<file path="config.mk">
export PLATFORM = sky130hd
export DESIGN_NAME = omega_net
export DESIGN_NICKNAME = d
export VERILOG_FILES = /design/src/rtl/omega_pkg.sv /design/src/rtl/omega_elem.sv /design/src/rtl/omega_stage.sv /design/src/rtl/omega_net.sv
export SDC_FILE = /design/constraint.sdc
export NUM_CORES = 1
export LEC_CHECK = 0
export ABC_CLOCK_PERIOD_IN_PS = 7600
export BUFFER_PORTS_ARGS = -buffer_cell sky130_fd_sc_hd__buf_2
export CORE_ASPECT_RATIO = 1.25
export CORE_MARGIN = 2
export CORE_UTILIZATION = 47
export CTS_CLUSTER_DIAMETER = 120
export DETAILED_ROUTE_END_ITERATION = 12
export PLACE_DENSITY = 0.79
export SLEW_MARGIN = 20
export SYNTH_ARGS = -nofsm -noshare
export SYNTH_HDL_FRONTEND = slang
export SYNTH_SLANG_ARGS = --single-unit
</file>
<file path="constraint.sdc">
create_clock -name clk -period 7.6 [get_ports clk]
set_input_delay 0.38 -clock clk [delete_from_list [all_inputs] [get_ports clk]]
set_output_delay 0.38 -clock clk [all_outputs]
set_load 0.005 [all_outputs]
</file>
<file path="src/rtl/omega_pkg.sv">
package omega_pkg;

  // Position a line takes after the inter-column wiring: index rotated left by one bit.
  function automatic int unsigned shuffle_pos(input int unsigned pos, input int unsigned lg);
    int unsigned mask;
    mask = (32'd1 << lg) - 32'd1;
    return ((pos << 1) | (pos >> (lg - 1))) & mask;
  endfunction

endpackage

</file>
<file path="src/rtl/omega_elem.sv">
module omega_elem #(
  parameter int PKT_W = 14
) (
  input  logic                  clk,
  input  logic                  rst_n,
  input  logic [1:0]            in_v,
  input  logic [1:0]            in_bit,
  input  logic [1:0][PKT_W-1:0] in_pkt,
  output logic [1:0]            out_v,
  output logic [1:0][PKT_W-1:0] out_pkt,
  output logic [1:0]            rej
);

  logic favor_lo;
  logic clash;
  logic want_up;
  logic want_lo;
  logic take_lo;

  always_comb begin
    clash  = in_v[0] && in_v[1] && (in_bit[0] == in_bit[1]);
    rej[0] = clash && favor_lo;
    rej[1] = clash && !favor_lo;
    for (int o = 0; o < 2; o++) begin
      want_up    = in_v[0] && (in_bit[0] == 1'(o));
      want_lo    = in_v[1] && (in_bit[1] == 1'(o));
      take_lo    = want_lo && (!want_up || favor_lo);
      out_v[o]   = want_up || want_lo;
      out_pkt[o] = take_lo ? in_pkt[1] : in_pkt[0];
    end
  end

  always_ff @(posedge clk) begin
    if (!rst_n)
      favor_lo <= 1'b0;
    else if (clash)
      favor_lo <= !favor_lo;
  end

endmodule

</file>
<file path="src/rtl/omega_stage.sv">
module omega_stage #(
  parameter int PORTS      = 8,
  parameter int LOG2       = 3,
  parameter int DATA_W     = 8,
  parameter int PKT_W      = 14,
  parameter int STAGE      = 0,
  parameter bit REGISTERED = 1'b0
) (
  input  logic                      clk,
  input  logic                      rst_n,
  input  logic [PORTS-1:0]          in_v,
  input  logic [PORTS-1:0][PKT_W-1:0] in_pkt,
  output logic [PORTS-1:0]          out_v,
  output logic [PORTS-1:0][PKT_W-1:0] out_pkt,
  output logic [PORTS-1:0]          rej_src
);

  localparam int ELEMS   = PORTS / 2;
  localparam int TAG_BIT = DATA_W + LOG2 - 1 - STAGE;
  localparam int SRC_LO  = DATA_W + LOG2;

  logic [PORTS-1:0]            sh_v;
  logic [PORTS-1:0][PKT_W-1:0] sh_pkt;
  logic [PORTS-1:0]            sw_v;
  logic [PORTS-1:0][PKT_W-1:0] sw_pkt;
  logic [PORTS-1:0]            rej_pos;

  // Inter-column wiring
  for (genvar p = 0; p < PORTS; p++) begin : g_shuffle
    localparam int DST = int'(omega_pkg::shuffle_pos(p, LOG2));
    assign sh_v[DST]   = in_v[p];
    assign sh_pkt[DST] = in_pkt[p];
  end

  // Column of two-by-two elements
  for (genvar k = 0; k < ELEMS; k++) begin : g_elem
    omega_elem #(.PKT_W(PKT_W)) u_elem (
      .clk     (clk),
      .rst_n   (rst_n),
      .in_v    (sh_v[2*k +: 2]),
      .in_bit  ({sh_pkt[2*k+1][TAG_BIT], sh_pkt[2*k][TAG_BIT]}),
      .in_pkt  (sh_pkt[2*k +: 2]),
      .out_v   (sw_v[2*k +: 2]),
      .out_pkt (sw_pkt[2*k +: 2]),
      .rej     (rej_pos[2*k +: 2])
    );
  end

  // Map a dropped packet back to the input it came from
  always_comb begin
    rej_src = '0;
    for (int p = 0; p < PORTS; p++) begin
      if (rej_pos[p])
        rej_src[sh_pkt[p][SRC_LO +: LOG2]] = 1'b1;
    end
  end

  if (REGISTERED) begin : g_reg
    always_ff @(posedge clk) begin
      if (!rst_n)
        out_v <= '0;
      else
        out_v <= sw_v;
    end
    always_ff @(posedge clk) begin
      out_pkt <= sw_pkt;
    end
  end else begin : g_wire
    assign out_v   = sw_v;
    assign out_pkt = sw_pkt;
  end

endmodule

</file>
<file path="src/rtl/omega_net.sv">
module omega_net #(
  parameter int PORTS     = 8,
  parameter int DATA_W    = 8,
  parameter bit STAGE_REG = 1'b0
) (
  input  logic                                  clk,
  input  logic                                  rst_n,
  input  logic [PORTS-1:0]                      in_valid,
  input  logic [PORTS-1:0][$clog2(PORTS)-1:0]   in_dest,
  input  logic [PORTS-1:0][DATA_W-1:0]          in_data,
  output logic [PORTS-1:0]                      out_valid,
  output logic [PORTS-1:0][DATA_W-1:0]          out_data,
  output logic [PORTS-1:0][$clog2(PORTS)-1:0]   out_src,
  output logic [PORTS-1:0]                      reject
);

  localparam int LOG2  = $clog2(PORTS);
  localparam int PKT_W = 2 * LOG2 + DATA_W;

  // Packet layout, high to low: source index, destination tag, payload
  logic [LOG2:0][PORTS-1:0]            lvl_v;
  logic [LOG2:0][PORTS-1:0][PKT_W-1:0] lvl_pkt;
  logic [LOG2-1:0][PORTS-1:0]          stg_rej;
  logic [PORTS-1:0][LOG2-1:0]          arrived_tag;

  for (genvar i = 0; i < PORTS; i++) begin : g_inject
    assign lvl_v[0][i]   = in_valid[i];
    assign lvl_pkt[0][i] = {LOG2'(i), in_dest[i], in_data[i]};
  end

  for (genvar s = 0; s < LOG2; s++) begin : g_stage
    omega_stage #(
      .PORTS      (PORTS),
      .LOG2       (LOG2),
      .DATA_W     (DATA_W),
      .PKT_W      (PKT_W),
      .STAGE      (s),
      .REGISTERED (STAGE_REG)
    ) u_stage (
      .clk     (clk),
      .rst_n   (rst_n),
      .in_v    (lvl_v[s]),
      .in_pkt  (lvl_pkt[s]),
      .out_v   (lvl_v[s+1]),
      .out_pkt (lvl_pkt[s+1]),
      .rej_src (stg_rej[s])
    );
  end

  always_comb begin
    reject = '0;
    for (int s = 0; s < LOG2; s++)
      reject = reject | stg_rej[s];
  end

  for (genvar p = 0; p < PORTS; p++) begin : g_eject
    assign out_data[p]    = lvl_pkt[LOG2][p][DATA_W-1:0];
    assign arrived_tag[p] = lvl_pkt[LOG2][p][DATA_W +: LOG2];
    assign out_src[p]     = lvl_pkt[LOG2][p][DATA_W+LOG2 +: LOG2];
  end
  assign out_valid = lvl_v[LOG2];

endmodule

</file>
# Word level (Yosys, flattened, before mapping)
# Cells that the tools add are included.
[totals] regBits=12 inputBits=98 output_inout_bits=104 wordCells=396
[classes] magnitude_cmp=32 n_eq_ne=12 mux=80 n_bitwise=40 reduce_logical=220
[ops] cell="$mux W14" n=24
[ops] cell="$logic_and A1 B1 Y1" n=136
[ops] cell="$mux W8" n=17
[ops] cell="$or A8 B8 Y8" n=16
[ops] cell="$lt A3 B4 Y1 const B" n=16
[ops] cell="$demux W1 S3" n=16
[ops] cell="$ge A3 B1 Y1 const B" n=16
[ops] cell="$logic_or A1 B1 Y1" n=48
[ops] cell="$logic_not A1 Y1" n=36
[ops] cell="$not A1 Y1" n=24
[ops] cell="$mux W1" n=17
[ops] cell="$eq A1 B1 Y1" n=12
[ops] cell="$mux W7" n=1
[ops] cell="$mux W6" n=1
[ops] cell="$mux W5" n=1
[ops] cell="$mux W4" n=1
[ops] cell="$mux W3" n=1
[ops] cell="$mux W2" n=1

# Depth between registers and ports, before layout
# Gate-level depths: netlist of the first run.
[depth] ltp_word=32 mapped_depth=11 depth_no_buf=8

# By module
# A second synthesis of the first run with hierarchy kept.
[unflattened] hier_cells=867 area_unflattened_um2=8514.4
[modules_own_cells] module="omega_elem" instances=12 cells_per_inst=47 area_per_inst_um2=553.0 seq_area_each_um2=20.0
[modules_own_cells] module="omega_stage at g_stage[2].u_stage" instances=1 cells_per_inst=100 area_per_inst_um2=634.4 seq_area_each_um2=0.0
[modules_own_cells] module="omega_stage at g_stage[1].u_stage" instances=1 cells_per_inst=101 area_per_inst_um2=620.6 seq_area_each_um2=0.0
[modules_own_cells] module="omega_stage at g_stage[0].u_stage" instances=1 cells_per_inst=92 area_per_inst_um2=565.5 seq_area_each_um2=0.0
[modules_own_cells] module="omega_net" instances=1 cells_per_inst=10 area_per_inst_um2=57.6 seq_area_each_um2=0.0

# Worst setup path before layout of the first run
# Ideal clock, no wire load.
[synth_timing] path_kind="input port to output port" startpoint="input in_valid[7]" endpoint="output out_data[20] in the netlist's numbering" arrival_ps=2519 t_required_ps=7220 setup_slack_ps=4701 stages=10 n_path_buf=2 cell_sequence="clkbuf_1 -> nand2b_2 -> nor2_2 -> mux2i_1 -> nor3b_1 -> or2_2 -> nand2_1 -> a21oi_1 -> buf_4 -> mux2_2"
[synth_rtl] item="start: declaration" line="omega_net.sv:8" text="input logic [PORTS-1:0] in_valid,"
[synth_rtl] item="end: declaration" line="omega_net.sv:12" text="output logic [PORTS-1:0][DATA_W-1:0] out_data,"

==> results of run 1 <==
## critical path: stages
cell and delay (ps):
buf_2 150, nand2b_2 210, nor2_2 710, mux2i_1 470
nor3b_1 360, or2_2 180, nand2b_1 110, a21o_1 560
mux2_2 420, buf_2 130
## power groups by stage
stage | clock network (µW) | registers, µW | logic [µW]
after CTS | 120 | 74.8 | 531
after global placement | 0 | 76.0 | 522
after global routing | 121 | 75.8 | 579
final | 120 | 75.0 | 538
after detailed placement | 0 | 76.0 | 527
after floorplan | 0 | 74.4 | 345
## layout make-up
cell class,instances,share of cell area [%]
Timing Repair Buffer,206,17.3
Inverter,27,1.68
Tap cell,129,2.68
Clock buffer,4,1.48
Sequential cell,12,3.99
Multi-Input combinational cell,532,72.8
## layer usage
layer	share of wire [%]	GRT usage [%]
met5	0	0
met4	4.7	15.1
met3	7.6	4.14
met2	50	58.0
met1	38	37.4
## through the flow
| step | total power [µW] | instance area (µm²) |
|---|---|---|
| final | 734 | 6020 |
| after global routing | 776 | 6020 |
| after CTS | 726 | 6010 |
| after detailed placement | 603 | 5930 |
| after global placement | 598 | 5930 |
| after floorplan | 419 | 4920 |
## Yosys cell counts, types with 8 or more instances
library cell    n
mux2i_1       151
mux2_2         39
nand2_1        33
inv_1          26
nor2_1         24
xnor2_1        22
o21ai_0        20
and2_1         18
nand3_1        18
nor3_1         16
a21oi_1        15
mux2_1         15
clkbuf_1       14
mux2_4         14
buf_2          13
dfxtp_1        12
or2_2           9
buf_4           8
nor2b_1         8
nor3b_1         8
o21a_1          8
o221ai_1        8
or3_1           8
## kinds of logic after synthesis
group / Yosys count / synth area share (%)
AOI/OAI and AO/OA: 107 / 15.8
xor gates and xnor gates: 25 / 4.45
buffers and inverters: 67 / 6.35
DFF: 12 / 4.88
muxes: 219 / 47.3
and+or+nand+nor: 181 / 21.2
## final timing paths
path / start / end / slack, ps / cells after the start
hold / removal: rst_n / g_stage[1].u_stage.g_elem[0].u_elem.favor_lo / 520 / 2
hold reg to reg: g_stage[2].u_stage.g_elem[1].u_elem.favor_lo / g_stage[2].u_stage.g_elem[1].u_elem.favor_lo / 610 / 2
setup / recovery: in_dest[23] / out_data[24] / 3530 / 10
setup reg to reg: g_stage[0].u_stage.g_elem[2].u_elem.favor_lo / g_stage[2].u_stage.g_elem[3].u_elem.favor_lo / 4620 / 8
==> flow_metrics.env, run 1 <==
export IMPL_status="finished clean"
export IMPL_nets=880
export IMPL_p_per_area_nw_per_um2=122
export IMPL_power_share_combinational_pct=73.4
export IMPL_drt_wl_total_um=18900
export IMPL_rows=41
export IMPL_seq_area_um2=240
export IMPL_p_int_uw=399
export IMPL_largest_register_ff_count=12
export IMPL_holdCritPathClass="primary input to flip-flop"
export IMPL_cts_buffers=3
export IMPL_root_buffer="clkbuf_16"
export IMPL_relSlewSlack_pct=33.9
export IMPL_final_cell_mix="buf_2, mux2i_1, mux2_2, nand2_1, inv_1"
export IMPL_async_flop_share_pct=0
export IMPL_ant_nets=0
export IMPL_synth_area_leader_cell="mux2i_1"
export IMPL_synth_top_area_share_pct=30.7
export IMPL_fp_dieH_um=118
export IMPL_fin_skew_ps=1.43
export IMPL_ys_seq_area_share_pct=4.88
export IMPL_fin_setup_tns_ps=0
export IMPL_syn_area_um2=4920
export IMPL_postCtsSetupBuffers=0
export IMPL_cts_repair_resized=0
export IMPL_critPathKind="primary input to primary output"
export IMPL_hold_viol=0
export IMPL_final_cell_count_no_fill=910
export IMPL_worst_slack_ps=3530
export IMPL_grt_max_degree=16
export IMPL_via_count=5553
export IMPL_leakage_uw=0.00318
export IMPL_io_pins=202
export IMPL_cp_start_kind="primary input"
export IMPL_gp_congestion=0.971
export IMPL_hpwl_um=15300
export IMPL_clkPwrFrac_pct=16.4
export IMPL_drc=0
export IMPL_final_layout_size_suffix_gt1_share_pct=38.0
export IMPL_hold_buffers=0
export IMPL_syn_area_per_cell_um2=8.06
export IMPL_io_buffers=201
export IMPL_synthesis_nets=709
export IMPL_drv_cap=0
export IMPL_clock_latency_ps=260
export IMPL_track_usage_pct=32.6
export IMPL_grt_pass1_vias=5445
export IMPL_max_flop_register="g_stage.u_stage.g_elem.u_elem.favor_lo"
export IMPL_dr_first_iter_drc_count=332
export IMPL_synth_edff_count=0
export IMPL_diodes=0
export IMPL_p_seq_share_pct=10.2
export IMPL_vias_per_cell=6.10
export IMPL_cts_tree="done"
export IMPL_h_tree_depth=1
export IMPL_period_minus_slack_ps=4070
export IMPL_fin_util_pct=59.3
export IMPL_final_max_slew_viol_count=0
export IMPL_synth_seq_cells=12
export IMPL_clkSlewWorstSetupHoldPaths_ps=50
export IMPL_routedWlPerCell_um=20.8
export IMPL_nFillCells=963
export IMPL_hold_slack_ps=519
export IMPL_placedCellCount=906
export IMPL_cp_required_ps=7220
export IMPL_p_switching_uw=335
export IMPL_grt_pass1_wl_um=28600
export IMPL_cp_max_fo=13
export IMPL_start_util_pct=48.5
export IMPL_pre_cts_ws_ps=3450
export IMPL_antenna_found_initial=0
export IMPL_yosys_top_cells_area="mux2i_1, mux2_2, dfxtp_1"
export IMPL_ys_types=68
export IMPL_fp_dieW_um=95.5
export IMPL_final_setup_viol_count=0
export IMPL_design_die_area_um2=11300
export IMPL_syn_to_final_growth_pct=22.3
export IMPL_max_freq_ghz=0.245
export IMPL_rsz0062_at_grt="no"
export IMPL_period_share_pct=53.6
export IMPL_tightest_slew_ps=990
export IMPL_cts_sinks=12
export IMPL_top_regs="g_stage.u_stage.g_elem.u_elem.favor_lo (12)"
export IMPL_critical_path_arrival_ps=3690
export IMPL_irDropWorstVdd_uv=64.2
export IMPL_multi_input_area_um2=4390
export IMPL_clockBufferDepth=2
export IMPL_crit_path_end_kind="primary output"
export IMPL_firstDrtPassIters=5
export IMPL_final_common_cell="buf_2"
export IMPL_synth_flop_cell="dfxtp_1"
export IMPL_netlist_instances=611
export IMPL_core_um2=10200
export IMPL_sw_frac_of_total_pct=45.7
export IMPL_yosys_warnings=0
export IMPL_grt_overflow=0
(Power assumes the default switching activity.)
==> run 2: changes to the inputs <==
- ABC_CLOCK_PERIOD_IN_PS: 7600 -> 3500
- CORE_UTILIZATION: 47 -> 46
- PLACE_DENSITY: 0.79 -> 0.81
- clock period: 7.6 -> 3.5 ns (I/O delays scaled with it)
==> run 2 against run 1 <==
Against the previous run:
- via count rose by 0.85%
- setup slack got worse by 3300 ps
- global-route usage shrank 1.8 points
- critical path type is now flip-flop to primary output
- critical endpoint is now reject[5]
- largest cell class unchanged
- highest routed layer unchanged
==> flow_metrics.env, run 2 (same netlist as run 1, synthesis figures left out) <==
export IMPL_cp_max_fo=5
export IMPL_clockBufferDepth=2
export IMPL_clock_latency_ps=240
export IMPL_max_flop_register="g_stage.u_stage.g_elem.u_elem.favor_lo"
export IMPL_ant_nets=0
export IMPL_rsz0062_at_grt="no"
export IMPL_grt_pass1_wl_um=27400
export IMPL_final_max_slew_viol_count=0
export IMPL_grt_max_degree=16
export IMPL_worstRegToRegCells=8
export IMPL_via_count=5600
export IMPL_final_cell_count_no_fill=925
export IMPL_final_setup_viol_count=0
export IMPL_clkSlewWorstSetupHoldPaths_ps=50
export IMPL_hold_end="g_stage[1].u_stage.g_elem[0].u_elem.favor_lo"
export IMPL_final_cell_mix="buf_2, mux2i_1, mux2_2, nand2_1, inv_1"
export IMPL_io_pins=202
export IMPL_start_util_pct=46.8
export IMPL_cp_start_kind="flip-flop"
export IMPL_postCtsSetupBuffers=0
export IMPL_fin_util_pct=58.1
export IMPL_period_share_pct=94.4
export IMPL_fp_dieW_um=96.5
export IMPL_io_buffers=201
export IMPL_p_per_area_nw_per_um2=260
export IMPL_gp_congestion=1.00
export IMPL_critical_path_arrival_ps=3130
export IMPL_routedWlPerCell_um=19.9
export IMPL_grt_overflow=0
export IMPL_final_layout_size_suffix_gt1_share_pct=39.1
export IMPL_r2r_end="g_stage[2].u_stage.g_elem[2].u_elem.favor_lo"
export IMPL_cp_required_ps=3320
export IMPL_whs_path_depth=2
export IMPL_fin_setup_tns_ps=0
export IMPL_final_common_cell="buf_2"
export IMPL_critPathKind="flip-flop to primary output"
export IMPL_max_stage_delay_ps=490
export IMPL_holdCritPathClass="primary input to flip-flop"
export IMPL_grt_pass1_vias=5373
export IMPL_relSlewSlack_pct=49.8
export IMPL_cts_tree="done"
export IMPL_irDropWorstVdd_uv=206
export IMPL_period_minus_slack_ps=3300
export IMPL_dr_first_iter_drc_count=283
export IMPL_cts_repair_resized=0
export IMPL_top_regs="g_stage.u_stage.g_elem.u_elem.favor_lo (12)"
export IMPL_syn_to_final_growth_pct=24.1
export IMPL_r2r_start="g_stage[0].u_stage.g_elem[1].u_elem.favor_lo"
export IMPL_crit_slowest_cell="a311oi_1"
export IMPL_tightest_slew_ps=751
export IMPL_hold_buffers=0
export IMPL_crit_chain="nand3b_1 -> and2_1 -> mux2_1 -> or3_1 -> a211oi_2 -> nor3_1 -> a311oi_1 -> o221ai_1 -> buf_2"
export IMPL_core_um2=10500
export IMPL_r2r_slack_ps=880
export IMPL_track_usage_pct=30.8
export IMPL_crit_path_end_kind="primary output"
export IMPL_nFillCells=1025
export IMPL_fin_skew_ps=5.21
export IMPL_antenna_found_initial=0
export IMPL_firstDrtPassIters=5
export IMPL_fp_dieH_um=120
export IMPL_hp_start="rst_n"
export IMPL_hold_viol=0
export IMPL_root_buffer="clkbuf_16"
export IMPL_rows=42
export IMPL_diodes=0
export IMPL_leakage_uw=0.00323
export IMPL_hpwl_um=15100
export IMPL_largest_register_ff_count=12
export IMPL_h_tree_depth=1
export IMPL_drv_cap=0
export IMPL_cts_buffers=3
export IMPL_drc=0
export IMPL_placedCellCount=921
export IMPL_max_freq_ghz=0.303
export IMPL_drt_wl_total_um=18400
export IMPL_status="finished clean"
export IMPL_design_die_area_um2=11500
export IMPL_nets=892
export IMPL_cts_sinks=12
export IMPL_vias_per_cell=6.05
==> run 2: cell count changes in the layout (fill, tap and decap cells not counted) <==
cell and change:
a21o_2 +1, a21o_1 -1, buf_4 +12, nor3_4 -1
nor3_2 +1
==> run 2: layout make-up <==
cell class	count	area, µm²	area share [%]
multi-input combinational	532	4380	71.7
inverter	27	101	1.66
sequential	12	240	3.93
tap	132	165	2.70
timing repair buffer	218	1130	18.6
clock buffer	4	88.8	1.45
==> run 2: stage by stage <==
step                cell area (µm²)  hold slack, ps  worst slack [ps]  total power (µW)
floorplan                      4920             303               957               910
global placement               6020             541               540              1320
detailed placement             6020             542               491              1330
CTS                            6110             288               220              1570
global route                   6110             309              23.7              1680
finish                         6110             290               196              1590
==> run 2: power breakdown <==
part	internal (µW)	total [µW]	switching, µW
Sequential	149	164	15.1
Clock	173	242	68.5
Combinational	556	1180	628
Total	878	1590	712
==> run 2: worst max-delay path: cells and delay by family, from the launching register on <==
family	cells	cell delay [ps]
muxes	1	380
AOI/OAI and AO/OA	3	1040
DFF	1	410
and+or+nand+nor	4	900
buffers and inverters	1	150
==> run 2: worst max path at each step <==
stage / from / end / slack, ps
floorplan: g_stage[0].u_stage.g_elem[1].u_elem.favor_lo / out_data[53] / 960
detailed placement: g_stage[0].u_stage.g_elem[2].u_elem.favor_lo / reject[5] / 490
CTS: g_stage[0].u_stage.g_elem[2].u_elem.favor_lo / reject[5] / 220
finish: g_stage[0].u_stage.g_elem[2].u_elem.favor_lo / reject[5] / 200
global route: g_stage[0].u_stage.g_elem[2].u_elem.favor_lo / reject[5] / 20
global placement: g_stage[0].u_stage.g_elem[1].u_elem.favor_lo / reject[1] / 540
==> run 2: routing by layer <==
layer / vias to the layer above / global-route usage [%] / share of wire [%] / wire, µm
met4: 0 / 16.7 / 5.5 / 1020
met2: 297 / 56.2 / 52 / 9490
li1: 2627 / - / - / -
met1: 2621 / 34.0 / 37 / 6760
met3: 55 / 2.70 / 6.1 / 1120
met5: - / 0 / 0 / 0
==> run 3: changes to the inputs <==
- ABC_CLOCK_PERIOD_IN_PS: 3500 -> 3400
- CORE_ASPECT_RATIO: 1.25 -> not set
- CORE_UTILIZATION: 46 -> 47
- PLACE_DENSITY: 0.81 -> 0.79
- clock period: 3.5 -> 3.4 ns (I/O delays scaled with it)
==> run 3 against run 2 <==
Against the previous run:
- register-to-register slack about the same
- die area down 2.1%
- sequential share of layout area about the same
- total power down 2.1%
- critical path depth unchanged
- first-iteration DRC count up 18%
- clock-buffer cell count unchanged
- setup slack worse by 36 ps
- critical endpoint is now out_data[9]
- largest cell class unchanged
==> flow_metrics.env, run 3 (same netlist as run 1, synthesis figures left out) <==
export IMPL_status="finished clean"
export IMPL_cts_sinks=12
export IMPL_io_pins=202
export IMPL_hold_viol=0
export IMPL_cp_required_ps=3230
export IMPL_drc=0
export IMPL_crit_path_end_kind="primary output"
export IMPL_rows=37
export IMPL_largest_register_ff_count=12
export IMPL_cts_tree="done"
export IMPL_start_util_pct=48.1
export IMPL_final_cell_mix="buf_2, mux2i_1, mux2_2, nand2_1, inv_1"
export IMPL_max_stage_delay_ps=480
export IMPL_gp_congestion=0.998
export IMPL_nets=893
export IMPL_fin_setup_tns_ps=0
export IMPL_via_count=5548
export IMPL_final_common_cell="buf_2"
export IMPL_fin_util_pct=59.7
export IMPL_max_freq_ghz=0.309
export IMPL_irDropWorstVdd_uv=137
export IMPL_final_layout_size_suffix_gt1_share_pct=39.7
export IMPL_top_regs="g_stage.u_stage.g_elem.u_elem.favor_lo (12)"
export IMPL_core_um2=10200
export IMPL_crit_family="compound AO/OA/AOI/OAI gates"
export IMPL_routedWlPerCell_um=19.4
export IMPL_final_setup_viol_count=0
export IMPL_critPathKind="flip-flop to primary output"
export IMPL_period_share_pct=95.3
export IMPL_root_buffer="clkbuf_8"
export IMPL_path_buf_inv=1
export IMPL_period_minus_slack_ps=3240
export IMPL_crit_chain="nor3b_2 -> nor2_1 -> mux2i_1 -> a21boi_0 -> nor2_1 -> nand2_1 -> a21o_1 -> mux2_2 -> buf_2"
export IMPL_grt_pass1_wl_um=27100
export IMPL_io_buffers=201
export IMPL_track_usage_pct=30.2
export IMPL_design_die_area_um2=11300
export IMPL_cts_buffers=3
export IMPL_ant_nets=0
export IMPL_antenna_found_initial=0
export IMPL_grt_max_degree=16
export IMPL_relSlewSlack_pct=48.7
export IMPL_syn_to_final_growth_pct=24.2
export IMPL_tightest_slew_ps=767
export IMPL_worst_slack_ps=160
export IMPL_firstDrtPassIters=5
export IMPL_grt_pass1_vias=5345
export IMPL_vias_per_cell=5.97
export IMPL_holdCritPathClass="primary input to flip-flop"
export IMPL_grt_overflow=0
export IMPL_dr_first_iter_drc_count=335
export IMPL_fp_dieW_um=106
export IMPL_drv_cap=0
export IMPL_drt_wl_total_um=18000
export IMPL_path_common_cell="nor2_1"
export IMPL_fp_dieH_um=106
export IMPL_clockBufferDepth=2
export IMPL_diodes=0
export IMPL_crit_slowest_cell="a21o_1"
export IMPL_critical_path_arrival_ps=3070
export IMPL_hpwl_um=14700
export IMPL_clkSlewWorstSetupHoldPaths_ps=70
export IMPL_max_flop_register="g_stage.u_stage.g_elem.u_elem.favor_lo"
export IMPL_p_per_area_nw_per_um2=255
export IMPL_final_max_slew_viol_count=0
export IMPL_h_tree_depth=1
export IMPL_leakage_uw=0.00323
export IMPL_cp_start_kind="flip-flop"
export IMPL_clock_latency_ps=250
export IMPL_fin_skew_ps=3.27
export IMPL_cp_max_fo=11
export IMPL_pre_cts_ws_ps=327
==> run 3: cell count changes in the layout (fill, tap and decap cells not counted), sizes merged <==
| cell | previous run | this run |
|---|---|---|
| buf | 218 | 219 |
==> run 3: metrics by stage <==
step                std cells  hold slack (ps)  instance area (µm²)  total power, µW
global route              930              285                 6110             1650
finish                    930              268                 6110             1560
detailed placement        924              539                 6020             1360
floorplan                 611              298                 4920              937
CTS                       928              272                 6070             1530
global placement          924              539                 6020             1350
==> run 3: path summary, 6_finish.rpt <==
| kind | from | end | depth (start not counted) | slack (ps) |
|---|---|---|---|---|
| hold reg to reg | g_stage[2].u_stage.g_elem[1].u_elem.favor_lo | g_stage[2].u_stage.g_elem[1].u_elem.favor_lo | 2 | 610 |
| setup / recovery | g_stage[0].u_stage.g_elem[1].u_elem.favor_lo | out_data[9] | 9 | 160 |
| setup reg to reg | g_stage[0].u_stage.g_elem[3].u_elem.favor_lo | g_stage[2].u_stage.g_elem[2].u_elem.favor_lo | 8 | 870 |
| hold / removal | rst_n | g_stage[1].u_stage.g_elem[0].u_elem.favor_lo | 2 | 270 |
==> run 3: area by class of cell <==
cell class	count	area [µm²]
sequential	12	240
clock buffer	4	55.1
multi-input combinational	532	4400
inverter	27	101
tap	136	170
timing repair buffer	219	1140
fill	994	4120
==> run 3: power by group <==
part / internal [µW] / leakage (µW) / total (µW) / switching (µW)
Combinational: 576 / 0.00310 / 1220 / 640
Clock: 103 / 0.0000288 / 172 / 69.3
Sequential: 153 / 0.0000980 / 168 / 14.8
Total: 832 / 0.00323 / 1560 / 724
==> run 3: timing repair <==
action / 4_1_cts / 5_1_grt
endpoints found under the setup margin: 0 / 35
hold buffers: 0 / 0
buffers inserted: 0 / 2
resized for setup: 0 / 11
==> run 3: routing by layer <==
metal	GRT usage, %	part of all wire [%]	vias to the layer above
li1	-	-	2633
met1	35.5	40	2562
met2	54.9	50	303
met3	3.00	6.8	50
met4	13.3	4.0	0
met5	0	0	-
